## src/rtl/dls_pkg.sv

```systemverilog
// Shared definitions for the DLL lock sampler.
// Assumes the status layout: fine lock in [2:0], coarse lock in [16:10].
package dls_pkg;
    localparam int FINE_W     = 3;
    localparam int COARSE_LSB = 10;
    localparam int COARSE_W   = 7;

    typedef enum logic [2:0] {
        S_IDLE,
        S_GATE,
        S_EVAL,
        S_WAIT,
        S_DONE
    } dls_state_t;
endpackage

```

## src/rtl/dls_gate_ctrl.sv

```systemverilog
// Builds the gate word: clears the selected PHY's gate bit while a window is
// open and passes the base word through unchanged otherwise.
// Assumes PHY n owns gate bit n and that NUM_PHY <= GATE_W.
module dls_gate_ctrl #(
    parameter int GATE_W  = 32,
    parameter int NUM_PHY = 2,
    localparam int SEL_W  = (NUM_PHY > 1) ? $clog2(NUM_PHY) : 1
) (
    input  logic [GATE_W-1:0] base_i,
    input  logic              window_i,
    input  logic [SEL_W-1:0]  sel_i,
    output logic [GATE_W-1:0] word_o
);
    logic [GATE_W-1:0] clr_mask;

    // One-hot mask of the bit that belongs to the selected PHY.
    always_comb begin
        clr_mask = '0;
        for (int i = 0; i < NUM_PHY; i++) begin
            if (window_i && (sel_i == SEL_W'(i))) clr_mask[i] = 1'b1;
        end
    end

    // Gate word seen by the clock gating cells.
    assign word_o = base_i & ~clr_mask;
endmodule

```

## src/rtl/dls_sampler.sv

```systemverilog
// Captures one status word at the end of a gated window and decodes the
// fine-lock flag and the coarse field from that single captured word.
// Assumes capture_i is high only in the cycle in which the clock is gated.
module dls_sampler
    import dls_pkg::*;
#(
    parameter int STAT_W = 32
) (
    input  logic                clk,
    input  logic                rst_n,
    input  logic                capture_i,
    input  logic [STAT_W-1:0]   stat_i,
    output logic                locked_o,
    output logic [COARSE_W-1:0] coarse_o
);
    logic [STAT_W-1:0] stat_q;

    // Hold the word sampled during the window.
    always_ff @(posedge clk) begin
        if (!rst_n)         stat_q <= '0;
        else if (capture_i) stat_q <= stat_i;
    end

    // Decode both fields from the same captured sample.
    assign locked_o = &stat_q[FINE_W-1:0];
    assign coarse_o = stat_q[COARSE_LSB +: COARSE_W];
endmodule

```

## src/rtl/dls_wait_timer.sv

```systemverilog
// Down-counter for the pause between retries. After load_i it reports
// expired_o WAIT_CYC cycles later. Assumes WAIT_CYC >= 1.
module dls_wait_timer #(
    parameter int WAIT_CYC = 10,
    localparam int CNT_W   = $clog2(WAIT_CYC + 1)
) (
    input  logic clk,
    input  logic rst_n,
    input  logic load_i,
    output logic expired_o
);
    logic [CNT_W-1:0] cnt_q;

    // Load on a failed sample, then count down to zero.
    always_ff @(posedge clk) begin
        if (!rst_n)            cnt_q <= '0;
        else if (load_i)       cnt_q <= CNT_W'(WAIT_CYC - 1);
        else if (cnt_q != '0)  cnt_q <= cnt_q - 1'b1;
    end

    assign expired_o = (cnt_q == '0);

    assert_timer_bound_R5: assert property (@(posedge clk) disable iff (!rst_n)
        cnt_q <= CNT_W'(WAIT_CYC - 1));
    assert_timer_step_R5: assert property (@(posedge clk) disable iff (!rst_n)
        (!load_i && cnt_q != '0) |=> (cnt_q == $past(cnt_q) - 1'b1));
endmodule

```

## src/rtl/dll_lock_sampler.sv

```systemverilog
// Top level: steps through the PHYs in order. For each PHY it opens a
// one-cycle gated window, captures the status, restores the gate word and
// tests for fine lock. It retries after a pause and gives up after MAX_TRIES
// windows. Assumes gate_base is stable while a sequence runs.
module dll_lock_sampler
    import dls_pkg::*;
#(
    parameter int GATE_W    = 32,
    parameter int STAT_W    = 32,
    parameter int WAIT_CYC  = 10,
    parameter int MAX_TRIES = 8
) (
    input  logic                clk,
    input  logic                rst_n,
    input  logic                start,
    input  logic [GATE_W-1:0]   gate_base,
    output logic [GATE_W-1:0]   gate_word,
    input  logic [STAT_W-1:0]   phy0_status,
    input  logic [STAT_W-1:0]   phy1_status,
    output logic                done,
    output logic                timeout,
    output logic [COARSE_W-1:0] phy0_coarse,
    output logic [COARSE_W-1:0] phy1_coarse
);
    localparam int NUM_PHY = 2;
    localparam int SEL_W   = 1;
    localparam int TRY_W   = $clog2(MAX_TRIES + 1);

    dls_state_t          state_q;
    logic [SEL_W-1:0]    phy_q;
    logic [TRY_W-1:0]    tries_q;
    logic                done_q, timeout_q;
    logic                window, accept, locked, expired, last_phy, give_up;
    logic [COARSE_W-1:0] coarse_smp;
    logic [STAT_W-1:0]   stat_sel;
    logic [STAT_W-1:0]   stat_arr [NUM_PHY];
    logic [COARSE_W-1:0] coarse_q [NUM_PHY];

    assign stat_arr[0] = phy0_status;
    assign stat_arr[1] = phy1_status;

    assign window   = (state_q == S_GATE);
    assign accept   = start && (state_q == S_IDLE || state_q == S_DONE);
    assign last_phy = (phy_q == SEL_W'(NUM_PHY - 1));
    assign give_up  = (tries_q == TRY_W'(MAX_TRIES - 1));
    assign stat_sel = stat_arr[phy_q];

    dls_gate_ctrl #(.GATE_W(GATE_W), .NUM_PHY(NUM_PHY)) u_gate (
        .base_i   (gate_base),
        .window_i (window),
        .sel_i    (phy_q),
        .word_o   (gate_word)
    );

    dls_sampler #(.STAT_W(STAT_W)) u_smp (
        .clk       (clk),
        .rst_n     (rst_n),
        .capture_i (window),
        .stat_i    (stat_sel),
        .locked_o  (locked),
        .coarse_o  (coarse_smp)
    );

    dls_wait_timer #(.WAIT_CYC(WAIT_CYC)) u_wait (
        .clk       (clk),
        .rst_n     (rst_n),
        .load_i    (state_q == S_EVAL && !locked),
        .expired_o (expired)
    );

    // Sequence control: gate, evaluate, pause, advance or finish.
    always_ff @(posedge clk) begin
        if (!rst_n) begin
            state_q   <= S_IDLE;
            phy_q     <= '0;
            tries_q   <= '0;
            done_q    <= 1'b0;
            timeout_q <= 1'b0;
        end else begin
            case (state_q)
                S_IDLE, S_DONE: begin
                    if (accept) begin
                        state_q   <= S_GATE;
                        phy_q     <= '0;
                        tries_q   <= '0;
                        done_q    <= 1'b0;
                        timeout_q <= 1'b0;
                    end
                end
                S_GATE: state_q <= S_EVAL;
                S_EVAL: begin
                    if (locked) begin
                        tries_q <= '0;
                        if (last_phy) begin
                            state_q <= S_DONE;
                            done_q  <= 1'b1;
                        end else begin
                            phy_q   <= phy_q + 1'b1;
                            state_q <= S_GATE;
                        end
                    end else if (give_up) begin
                        state_q   <= S_DONE;
                        done_q    <= 1'b1;
                        timeout_q <= 1'b1;
                    end else begin
                        tries_q <= tries_q + 1'b1;
                        state_q <= S_WAIT;
                    end
                end
                S_WAIT: if (expired) state_q <= S_GATE;
                default: state_q <= S_IDLE;
            endcase
        end
    end

    // Per-PHY coarse registers, cleared on start and loaded on lock.
    for (genvar g = 0; g < NUM_PHY; g++) begin : g_coarse
        always_ff @(posedge clk) begin
            if (!rst_n || accept)
                coarse_q[g] <= '0;
            else if (state_q == S_EVAL && locked && phy_q == SEL_W'(g))
                coarse_q[g] <= coarse_smp;
        end
    end

    assign done        = done_q;
    assign timeout     = timeout_q;
    assign phy0_coarse = coarse_q[0];
    assign phy1_coarse = coarse_q[1];

    assert_gate_bits_R2: assert property (@(posedge clk) disable iff (!rst_n)
        ((gate_word ^ gate_base) & ~GATE_W'(3)) == '0 &&
        $countones(gate_word ^ gate_base) <= 1);
    assert_one_cycle_window_R3: assert property (@(posedge clk) disable iff (!rst_n)
        (gate_word != gate_base) |=> (gate_word == gate_base));
    assert_phy_order_R6: assert property (@(posedge clk) disable iff (!rst_n)
        (phy_q < $past(phy_q)) |-> $past(start));
    assert_done_hold_R8: assert property (@(posedge clk) disable iff (!rst_n)
        (done && !start) |=> done);
    assert_timeout_done_R9: assert property (@(posedge clk) disable iff (!rst_n)
        timeout |-> done);
endmodule

```

## config.mk

```make
export PLATFORM = sky130hd
export DESIGN_NAME = dll_lock_sampler
export DESIGN_NICKNAME = d
export VERILOG_FILES = /design/src/rtl/dls_pkg.sv /design/src/rtl/dls_gate_ctrl.sv /design/src/rtl/dls_sampler.sv /design/src/rtl/dls_wait_timer.sv /design/src/rtl/dll_lock_sampler.sv
export SDC_FILE = /design/constraint.sdc
export NUM_CORES = 1
export LEC_CHECK = 0
export BUFFER_PORTS_ARGS = -buffer_cell sky130_fd_sc_hd__buf_2
export CORE_MARGIN = 5
export CORE_UTILIZATION = 43
export DETAILED_ROUTE_END_ITERATION = 8
export GPL_TIMING_DRIVEN = 0
export PLACE_DENSITY = 0.85
export SYNTH_ARGS = -nofsm -noshare
export SYNTH_HDL_FRONTEND = slang
export SYNTH_SLANG_ARGS = --single-unit
```

## constraint.sdc

```tcl
create_clock -name clk -period 5 [get_ports clk]
set_clock_uncertainty 0.1 [all_clocks]
set_input_delay 0.25 -clock clk [delete_from_list [all_inputs] [get_ports clk]]
set_output_delay 0.25 -clock clk [all_outputs]
set_load 0.05 [all_outputs]
```

# ---- After elaboration in Yosys (flattened, before gate mapping)
# Memories as Yosys holds them, arrays and structs flattened.
# Index checks and enable logic that the tools add are counted.
dict set report word_totals {
  reg_bits 31
  latchBits 0
  ramBits 14
  romBits 0
  input_bits 99
  output_inout_bits 48
  elab_cells 94
  memories 1
}
# memory words width read_ports rd_ports_with_merged_regs write_ports line
set mem_list {}
lappend mem_list {coarse_q 2 7 2 0 2 dll_lock_sampler.sv:37} ;# logic [COARSE_W-1:0] coarse_q [NUM_PHY];
dict set report op_classes {
  add_sub_neg 3
  n_mul 0
  div 0
  n_lt_le_gt_ge 1
  eq_ne 13
  shifts 0
  n_mux 37
  bitwise 7
  n_reduce_logical 24
}
# op count
set op_table {}
lappend op_table {{$mux 17} 3}
lappend op_table {{$and 32x32->32} 1}
lappend op_table {{$not 2->32} 1}
lappend op_table {{$mux 4} 5}
lappend op_table {{$mux 1} 17}
lappend op_table {{$mux 3} 5}
lappend op_table {{$mux 7} 2}
lappend op_table {{$pmux 3 s4} 1}
lappend op_table {{$ne 2x2->1 const B} 5}
lappend op_table {{$ne 3x3->1 const B} 3}
lappend op_table {{$reduce_and 3->1} 3}
lappend op_table {{$pmux 4 s2} 1}
lappend op_table {{$reduce_and 4->1} 2}
lappend op_table {{$logic_and 1x1->1} 7}
lappend op_table {{$eq 3x2->1 const B} 2}
lappend op_table {{$pmux 1 s2} 3}
lappend op_table {{$add 4x1->4 const B} 1}
lappend op_table {{$eq 4x3->1 const B} 1}
lappend op_table {{$logic_not 4->1} 1}
lappend op_table {{$reduce_bool 2->1} 2}
lappend op_table {{$reduce_bool 4->1} 1}
lappend op_table {{$reduce_or 2->1} 2}
lappend op_table {{$sub 4x1->4 const B} 1}
lappend op_table {{$eq 3x1->1 const B} 1}
lappend op_table {{10 further kinds} 14}

# ---- Longest topological paths before layout
# Gate-level depths: netlist of run 1.
dict set report logic_depth {
  depth_word 7
  depth_mapped 5
  mapped_depth_nobuf 5
}

# ---- Cells and area by module
# From an unflattened synthesis of run 1, not the netlist that was laid out.
dict set report unflattened {
  hier_cells 223
  area_unflattened_um2 2379.8
}
# module n_inst cells_each area_each_um2 seq_area_each_um2
set by_module_without_submodules {}
lappend by_module_without_submodules {dll_lock_sampler 1 130 1496.4 620.6}
lappend by_module_without_submodules {dls_sampler 1 39 432.9 200.2}
lappend by_module_without_submodules {dls_gate_ctrl 1 33 244.0 0.0}
lappend by_module_without_submodules {dls_wait_timer 1 21 206.4 80.1}

# ---- Worst setup path before layout of run 1
# No wires, ideal clock.
dict set report synth_timing {
  path_type {register -> output}
  startpoint {register state_q[2]}
  endpoint {output port gate_word[0]}
  arrival_time_ns 1.913
  required_time_ns 4.650
  setup_slack_ns 2.737
  stages_incl_launch_ff 5
  n_path_buf 1
  path_cell_list {dfxtp_1 > nand2b_1 > nor2_1 > clkbuf_1 > a21boi_0}
}
dict set report synth_via {
  elab_chain_cells 5
}
# item line
set synth_lines {}
lappend synth_lines {{start: declaration} dll_lock_sampler.sv:29} ;# dls_state_t state_q;
lappend synth_lines {{start signal: assignment} dll_lock_sampler.sv:74} ;# state_q <= S_IDLE;
lappend synth_lines {{start signal: assignment} dll_lock_sampler.sv:83} ;# state_q <= S_GATE;
lappend synth_lines {{start signal: assignment} dll_lock_sampler.sv:90} ;# S_GATE: state_q <= S_EVAL;
lappend synth_lines {{$eq 3x1->1} dll_lock_sampler.sv:42} ;# assign window = (state_q == S_GATE);
lappend synth_lines {{$logic_and 1x1->1} dls_gate_ctrl.sv:20} ;# if (window_i && (sel_i == SEL_W'(i))) clr_mask[i] = 1'b1;
lappend synth_lines {{$mux 1} dls_gate_ctrl.sv:20}
lappend synth_lines {{$not 2->32} dls_gate_ctrl.sv:25} ;# assign word_o = base_i & ~clr_mask;
lappend synth_lines {{$and 32x32->32} dls_gate_ctrl.sv:25}
lappend synth_lines {{end: declaration} dll_lock_sampler.sv:17} ;# output logic [GATE_W-1:0] gate_word,
# Every way passes these cells.

# ---- Worst setup path in the final report of run 1
dict set report layout_timing {
  startpoint {register phy_q, in the netlist last_phy}
  endpoint {output port gate_word[1]}
}
dict set report layout_via {
  elab_chain_cells 4
}
# item line
set layout_lines {}
lappend layout_lines {{start: declaration} dll_lock_sampler.sv:30} ;# logic [SEL_W-1:0] phy_q;
lappend layout_lines {{start signal: assignment} dll_lock_sampler.sv:98} ;# phy_q <= phy_q + 1'b1;
lappend layout_lines {{$logic_and 1x1->1} dls_gate_ctrl.sv:20}
lappend layout_lines {{$mux 1} dls_gate_ctrl.sv:20}
lappend layout_lines {{$not 2->32} dls_gate_ctrl.sv:25}
lappend layout_lines {{$and 32x32->32} dls_gate_ctrl.sv:25}
# Every way passes these cells.

==> run metrics, run 1 <==
max_cap viols 0; Startpoint Class flip-flop; via count between 1500 and 2000; syn nets just under 300; Final nets 375; Reg clk slew, reported paths 0.07 ns; Seq/Total Area, Yosys 0.464; Critical path buffers and inverters 3; starting DRC count in detailed routing 64; cts hold-fix bufs 0; Reg-to-Reg End coarse_q[1][2]$_SDFFCE_PN0P_; Non-Filler Instances between 300 and 400; Die Wd 77.2 µm; setup ws final 2.78 ns; critical path depth 4; GR Util met3 0.0222; Gate Count Post-Synth 195; Routed WL between 4000 and 5000 µm; Initial Util 0.443; Core Box Area around 0.0044 mm²; hold_sp rst_n; crit path capture gate_word[1]; Die Y a little under 80 µm; IO Count about 150; Crit path arrival time approximately 1.9 ns; Worst Hold Class primary input to flip-flop; Resize count post-CTS 0; Critical Path Source last_phy$_SDFFE_PN0P_; synth cell count leaders buf_4 (31), dfxtp_1 (24), nand2_1 (21), and2_1 (15), edfxtp_1 (14); final hold violations 0; DR WL/cell ~13 µm; Tmin final roughly 2.2 ns; largest net degree at the start of global routing 13; leakage between 1 and 1.5 nW; sequential cell area 901 µm²; CTS tree done; number of buffers created by CTS 5; count leader, synth buf_4; Post-Syn Area per Cell 9.96 µm²; number of synthesized flops with an enable pin 14; relative slew slack 0.572; Worst Max-Slew Pin Slew around 0.64 ns; Critical Path, Cell by Cell clkbuf_1, buf_1, a21boi_0, buf_2; Remaining DRCs 0; cell row count 24; VDD IR max between 0.1 and 0.15 mV; hpwl dp approximately 3300 µm; Slew Viols, Final 0; Final setup viols 0; fin crit share 0.443; Worst EP required between 4 and 5 ns; ranking of synthesized cells by area dfxtp_1 (25%), edfxtp_1 (22%), buf_4 (12%); met2 global-route usage 0.242; RSZ-0062 raised after global routing no; post-route setup TNS 0 ns; Post-CTS Repair Setup Buffers 0; fill cell count approximately 400; total grt overflow 0; GR peak layer met2; area growth from synthesis to layout 26.3%; r2r startpoint last_phy$_SDFFE_PN0P_; clk root buf clkbuf_8; worst-path maximum fanout 10; nature of the critical path endpoint output pin; Reg2Reg Depth 4; Port Buf Inserts between 70 and 80; Avg Vias per Cell ~4.9; Clk Latency, worst-skew pair between 0.2 and 0.3 ns; clock sink count 38; vias in the first global route approximately 1500; mapped cell area roughly 0.0019 mm²; total number of yosys warnings 0; share of cells above drive strength 1 0.404; dpl cells roughly 320; Worst path slowest cell buf_1; Critical Path Max Stage Delay 0.54 ns; Top Family by Delay on Critical Path buffers and inverters; FFs w/ async S/R, synth 0; synthesis-stage register bit count 38; Antenna diodes 0; multi-input logic area roughly 770 µm²; Cell Pwr Density about 340 mW/mm²; GPL Wtd Cong slightly above 0.8; area leader, netlist dfxtp_1; critical path class flip-flop to output pin; Die ar. between 0.005 and 0.006 mm²; DP Worst Slack 2.87 ns; hold slack 0.160 ns; post-route ant nets 0; Cell variety after synth 37; H-tree lvl count 2; Global Route Usage Sum 0.131; status completed; prevailing post-synth register cell dfxtp_1; area share of the largest cell type after synthesis 0.247; first-pass iteration count of the detailed router 4; initial antenna violation count 0; global-route wire length before repair 6480 µm; fmax about 450 MHz; met1 Resource Use GR 0.148; Reg2Reg Setup Slack 2.89 ns; Max Root-Sink Buffers 2
## flip-flops by register name, summed over array words and instances, names as in the netlist
signal and count:
state_q 3, tries_q 4, done 1, u_smp.stat_q 10
last_phy 1, u_wait.cnt_q 4, coarse_q 14, timeout 1
## metrics by stage
step                power (mW)   util  cell area (µm²)
global placement         0.644  0.540             2370
global route             0.891  0.560             2450
CTS                      0.850  0.560             2450
floorplan                0.594      -             1940
detailed placement       0.653  0.540             2370
finish                   0.842  0.560             2450
## layout by cell type (no fill, tap or decap), types with 2 or more instances in the layout
cell type | Yosys | routed
a21boi_0 | 7 | 7
a21oi_1 | 4 | 4
and2_1 | 15 | 15
and3_1 | 3 | 3
buf_2 | 0 | 72
buf_4 | 31 | 31
clkbuf_1 | 5 | 5
clkbuf_8 | 0 | 5
dfxtp_1 | 24 | 24
edfxtp_1 | 14 | 14
ha_1 | 2 | 2
inv_1 | 4 | 4
mux2i_1 | 10 | 10
nand2_1 | 21 | 21
nand2b_1 | 2 | 2
nand3_1 | 7 | 7
nor2_1 | 6 | 6
nor3_1 | 2 | 2
nor3b_1 | 3 | 3
o211a_1 | 10 | 10
o21a_1 | 3 | 3
o21ai_0 | 3 | 3
or3_1 | 3 | 3
## logic make-up (layout without fill, tap and decap cells)
group	Yosys count	in the layout	synth area share
AOI/OAI and AO/OA	35	35	0.141
xor gates and xnor gates	1	1	0.00451
DFF	38	38	0.464
adders and majority gates	2	2	0.0129
and+or+nand+nor	67	67	0.182
buffers and inverters	41	121	0.139
muxes	11	11	0.0573
## worst min-delay path: cells and delay by family
family	cells	cell delay, ns
and+or+nand+nor	2	0.12
buffers and inverters	1	0.13
## cell type report
class	instances	area share
Multi-Input combinational cell	116	0.315
Tap cell	52	0.0265
Clock inverter	3	0.00663
Inverter	4	0.00612
Buffer	37	0.104
Clock buffer	5	0.0280
Sequential cell	38	0.367
Timing Repair Buffer	72	0.147
## where the power goes
part           internal (mW)  switching [mW]  total (mW)  leakage (nW)
sequential             0.358          0.0222       0.381         0.348
combinational         0.0932           0.170       0.263         0.830
clock                 0.0953           0.103       0.198        0.0416
## worst min path at each step
stage | endpoint | depth (start not counted) | slack, ns
after floorplan | u_wait.cnt_q[2]$_SDFFE_PP0P_ | 2 | 0.29
after global placement | done$_SDFFE_PN0P_ | 1 | 0.36
after detailed placement | timeout$_SDFFE_PN0P_ | 2 | 0.37
after CTS | u_wait.cnt_q[2]$_SDFFE_PP0P_ | 3 | 0.16
after global routing | u_wait.cnt_q[2]$_SDFFE_PP0P_ | 3 | 0.18
final | u_wait.cnt_q[2]$_SDFFE_PP0P_ | 3 | 0.16
## per-layer routing
layer / routed length [µm] / up-vias / share of wire
li1: - / 805 / -
met1: 1660 / 740 / 0.40
met2: 2120 / 62 / 0.51
met3: 279 / 8 / 0.068
met4: 61 / 0 / 0.015
met5: 0 / - / 0
Note: power is estimated with default switching activity, not from simulation.
==> inputs of run 2 (changes only) <==
Settings changed: CORE_UTILIZATION 43 to 40, PLACE_DENSITY 0.85 to 0.8.
Clock period 5 ns to 2.1 ns, I/O delays scaled along.
==> run 2 against run 1 <==
Power rose by 140%. Via count fell by 0.31%. Combinational power is 140% higher. Global-route usage is 0.072 points lower. Sequential cell count unchanged. Largest cell class unchanged. Core utilization shrank 3.6 points. Count of clock-buffer cells in the layout stayed put. Highest routed layer unchanged.
==> run metrics, run 2 (synthesized netlist as in run 1, its figures left out) <==
fill cell count approximately 430; Antenna diodes 0; commonest non-fill, non-tap cell in the layout buf_2; DR WL/cell 11.8 µm; VDD IR max 0.284 mV; Core Util, Final 0.524; design area approximately 0.0025 mm²; Critical Path Source state_q[1]$_SDFFE_PN0P_; max_cap viols 0; DP Worst Slack ~0.0097 ns; r2r startpoint state_q[1]$_SDFFE_PN0P_; hold_sp rst_n; first-pass iteration count of the detailed router 4; H-tree lvl count 2; Power Total between 2 and 2.5 mW; starting DRC count in detailed routing 40; Avg Vias per Cell approximately 4.7; initial antenna violation count 0; Global Route Usage Sum 0.130; Max Root-Sink Buffers 2; clk root buf clkbuf_8; fin crit share 0.915; largest net degree at the start of global routing 13; max reg flops 14; hold slack between 0.02 and 0.025 ns; Post-CTS Repair Setup Buffers 0; worst-path maximum fanout 9; GPL Wtd Cong about 0.8; Crit path top cell by count or3_1; setup ws final between 0.15 and 0.2 ns; Slew Viols, Final 0; CTS tree done; Startpoint Class flip-flop; Die ar. 0.00635 mm²; vias in the first global route about 1500; nature of the critical path endpoint flip-flop; Non-Filler Instances 342; RSZ-0062 raised after global routing no; global-route wire length before repair roughly 6400 µm; status completed; IO Count ~150; cell row count 25; most frequent cells in the layout buf_2 (73), buf_4 (31), dfxtp_1 (24); post-route ant nets 0; share of cells above drive strength 1 0.411; Crit path arrival time between 2 and 2.5 ns; final hold violations 0; hpwl dp between 3000 and 4000 µm; Die Y between 70 and 80 µm; Worst Hold Class primary input to flip-flop; Final setup viols 0; area growth from synthesis to layout 27.4%; critical path class flip-flop to flip-flop; Worst path slowest cell or3_1; Final nets between 300 and 400; Worst Max-Slew Pin Slew 0.542 ns; Core Box Area approximately 0.0047 mm²; Cell Pwr Density 809 mW/mm²; Critical Path, Cell by Cell buf_4, or3b_1, or3_1, or3_1, a21boi_1; Tmin final about 1.9 ns; relative slew slack 0.638; dpl cells between 300 and 400; Die Wd around 80 µm; Clk Latency, worst-skew pair just under 0.3 ns; Reg clk slew, reported paths around 0.070 ns; top flop regs coarse_q (14), u_smp.stat_q (10); number of buffers created by CTS 5; leakage roughly 1.2 nW; Routed WL around 4000 µm; total grt overflow 0; Worst EP required 2.22 ns; Most flops, register coarse_q; via count 1610; fmax between 500 and 600 MHz; cts hold-fix bufs 0; Port Buf Inserts ~70; post-route setup TNS 0 ns; Remaining DRCs 0; placed inst area ~0.0024 mm²; clock sink count 38; Initial Util 0.411; Critical Path Max Stage Delay approximately 0.44 ns
run 2: cell counts in the layout (fill, tap and decap cells not counted):
Identical to the previous run, type by type.
run 2: path summary, 6_finish.rpt:
check	end	slack [ns]	cells past startpoint
worst min register to register	tries_q[1]$_SDFFE_PN0P_	0.38	2
worst max register to register	tries_q[3]$_SDFFE_PN0P_	0.18	5
worst max-delay path	tries_q[3]$_SDFFE_PN0P_	0.18	5
worst min-delay path	tries_q[1]$_SDFFE_PN0P_	0.02	3
run 2: per-layer routing:
layer	vias to the layer above	track usage	share of wire
met5	-	0	0
met4	0	0.0447	0.014
met3	6	0.0384	0.097
met2	73	0.230	0.51
met1	722	0.149	0.37
li1	809	-	-
run 2: cell type report:
class	instances	area, µm²	share of cell area
well taps	67	83.8	0.0339
clock buffers	5	68.8	0.0278
multi-input cells	116	772	0.312
flip-flops and latches	38	901	0.364
repair buffers	72	360	0.146
inverters	4	15.0	0.00607
plain buffers	37	258	0.104
clock inverters	3	16.3	0.00657
run 2: worst max-delay path, delay by kind of cell (launching register included):
kind	cells	cell delay (ns)
flip-flops	1	0.31
buffers and inverters	1	0.14
AND/OR/NAND/NOR	3	1.15
AO/OA/AOI/OAI	1	0.15
run 2: power breakdown:
part	total, mW	leakage, nW	switching [mW]	internal (mW)
clock network	0.472	0.0416	0.245	0.227
registers	0.906	0.348	0.0524	0.853
logic	0.623	0.838	0.401	0.222
total	2.00	1.23	0.699	1.30
run 2: repair_timing:
item	CTS	global route
pin swaps	0	0
endpoints found under the setup margin	8	16
hold endpoints to repair	0	0
resized for setup	1	3
==> inputs of run 3 (changes only) <==
Settings changed: SETUP_SLACK_MARGIN from default to 0.02.
Clock period 2.1 ns to 2.2 ns, I/O delays scaled along.
==> run 3 against run 2 <==
Maximum frequency is 1.8% lower. Core utilization stayed put. Hold slack better by 0.0071 ns. First-iteration DRC count increased by 7.5%. Worst setup slack better by 0.064 ns. Register-to-register slack better by 0.06 ns. Non-clock buffer count is the same. Sequential share of layout area unchanged. Critical path type unchanged. Highest routed layer unchanged.
==> run metrics, run 3 (synthesized netlist as in run 1, its figures left out) <==
Worst EP required slightly above 2 ns; fmax ~510 MHz; H-tree lvl count 2; Clk Latency, worst-skew pair ~0.29 ns; Slew Viols, Final 0; Final setup viols 0; clock sink count 38; hold slack about 0.03 ns; vias in the first global route between 1000 and 1500; nature of the critical path endpoint flip-flop; Reg2Reg Depth 3; Final nets around 380; Critical Path Max Stage Delay between 0.5 and 0.6 ns; area growth from synthesis to layout 27.4%; critical path class flip-flop to flip-flop; Most flops, register coarse_q; IO Count 147; max_cap viols 0; r2r startpoint state_q[0]$_SDFFE_PN0P_; Global Route Usage Sum 0.130; Routed WL roughly 4000 µm; Crit path arrival time 1.81 ns; global-route wire length before repair 6430 µm; Core Box Area ~0.0047 mm²; Non-Filler Instances between 300 and 400; setup ws final about 0.24 ns; starting DRC count in detailed routing between 40 and 50; status completed; GPL Wtd Cong roughly 0.80; dpl cells 334; hold depth 3; Die ar. 0.00635 mm²; Avg Vias per Cell about 4.7; Critical Path, Cell by Cell nor2_1, a21boi_0, nand2_1; Port Buf Inserts between 70 and 80; DR WL/cell around 12 µm; CTS tree done; Resize count post-CTS 0; Core Util, Final 0.524; max reg flops 14; Reg-to-Reg End coarse_q[1][2]$_SDFFCE_PN0P_; fin crit share 0.890; Antenna diodes 0; leakage about 1.2 nW; commonest non-fill, non-tap cell in the layout buf_2; Reg2Reg Setup Slack approximately 0.24 ns; Die Y 79.7 µm; Worst Hold Class primary input to flip-flop; first-pass iteration count of the detailed router 4; Critical path buffers and inverters 0; Remaining DRCs 0; Tmin final slightly below 2 ns; hold_sp rst_n; most frequent cells in the layout buf_2 (72), buf_4 (31), dfxtp_1 (24); post-route setup TNS 0 ns; design area ~0.0025 mm²; Critical Path Source state_q[0]$_SDFFE_PN0P_; number of buffers created by CTS 5; initial antenna violation count 0; VDD IR max 0.271 mV; Top Family by Delay on Critical Path compound AO/OA/AOI/OAI gates; clk root buf clkbuf_8; Worst path slowest cell a21boi_0; Power Total between 1.5 and 2 mW; final hold violations 0; via count 1609; Cell Pwr Density ~770 mW/mm²; cts hold-fix bufs 0; share of cells above drive strength 1 0.411; largest net degree at the start of global routing 13; total grt overflow 0; fill cell count ~430; cell row count 25; post-route ant nets 0; relative slew slack 0.567; Post-CTS Repair Setup Buffers 0; Startpoint Class flip-flop; worst-path maximum fanout 8; Max Root-Sink Buffers 2; DP Worst Slack around 0.11 ns; Initial Util 0.411; Worst Max-Slew Pin Slew about 0.64 ns; hold worst-path end tries_q[1]$_SDFFE_PN0P_; hpwl dp ~3200 µm; Reg clk slew, reported paths approximately 0.07 ns; RSZ-0062 raised after global routing no; placed inst area between 0.002 and 0.0025 mm²; Die Wd between 70 and 80 µm; top flop regs coarse_q (14), u_smp.stat_q (10)
==> run 3: worst max-delay path by stage <==
stage               depth (start not counted)  slack (ns)                            to
floorplan                                   4        0.08                  gate_word[0]
global placement                            4        0.13  coarse_q[1][6]$_SDFFCE_PN0P_
detailed placement                          4        0.11  coarse_q[1][6]$_SDFFCE_PN0P_
CTS                                         4        0.09  coarse_q[1][0]$_SDFFCE_PN0P_
global route                                3        0.05  coarse_q[1][2]$_SDFFCE_PN0P_
finish                                      3        0.24  coarse_q[1][2]$_SDFFCE_PN0P_
==> run 3: layer usage <==
| metal | share of wire | vias up | track usage |
|---|---|---|---|
| li1 | - | 808 | - |
| met3 | 0.090 | 6 | 0.0384 |
| met4 | 0.014 | 0 | 0.0447 |
| met2 | 0.51 | 67 | 0.230 |
| met5 | 0 | - | 0 |
| met1 | 0.38 | 728 | 0.149 |
==> run 3: tightest hold or removal path, stage by stage <==
cell and delay (ns):
buf_2 0.14, nand2_1 0.07, o21ai_0 0.06
==> run 3: final cells by class <==
class	instances	area, µm²	area share
Inverter	4	15.0	0.00607
Timing Repair Buffer	72	360	0.146
Clock inverter	3	16.3	0.00657
Clock buffer	5	68.8	0.0278
Tap cell	67	83.8	0.0339
Buffer	37	258	0.104
Multi-Input combinational cell	116	772	0.312
Sequential cell	38	901	0.364
==> run 3: power breakdown <==
part | switching [mW] | total, mW | internal (mW)
combinational | 0.384 | 0.595 | 0.212
sequential | 0.0498 | 0.864 | 0.815
clock | 0.235 | 0.452 | 0.217
total | 0.668 | 1.91 | 1.24
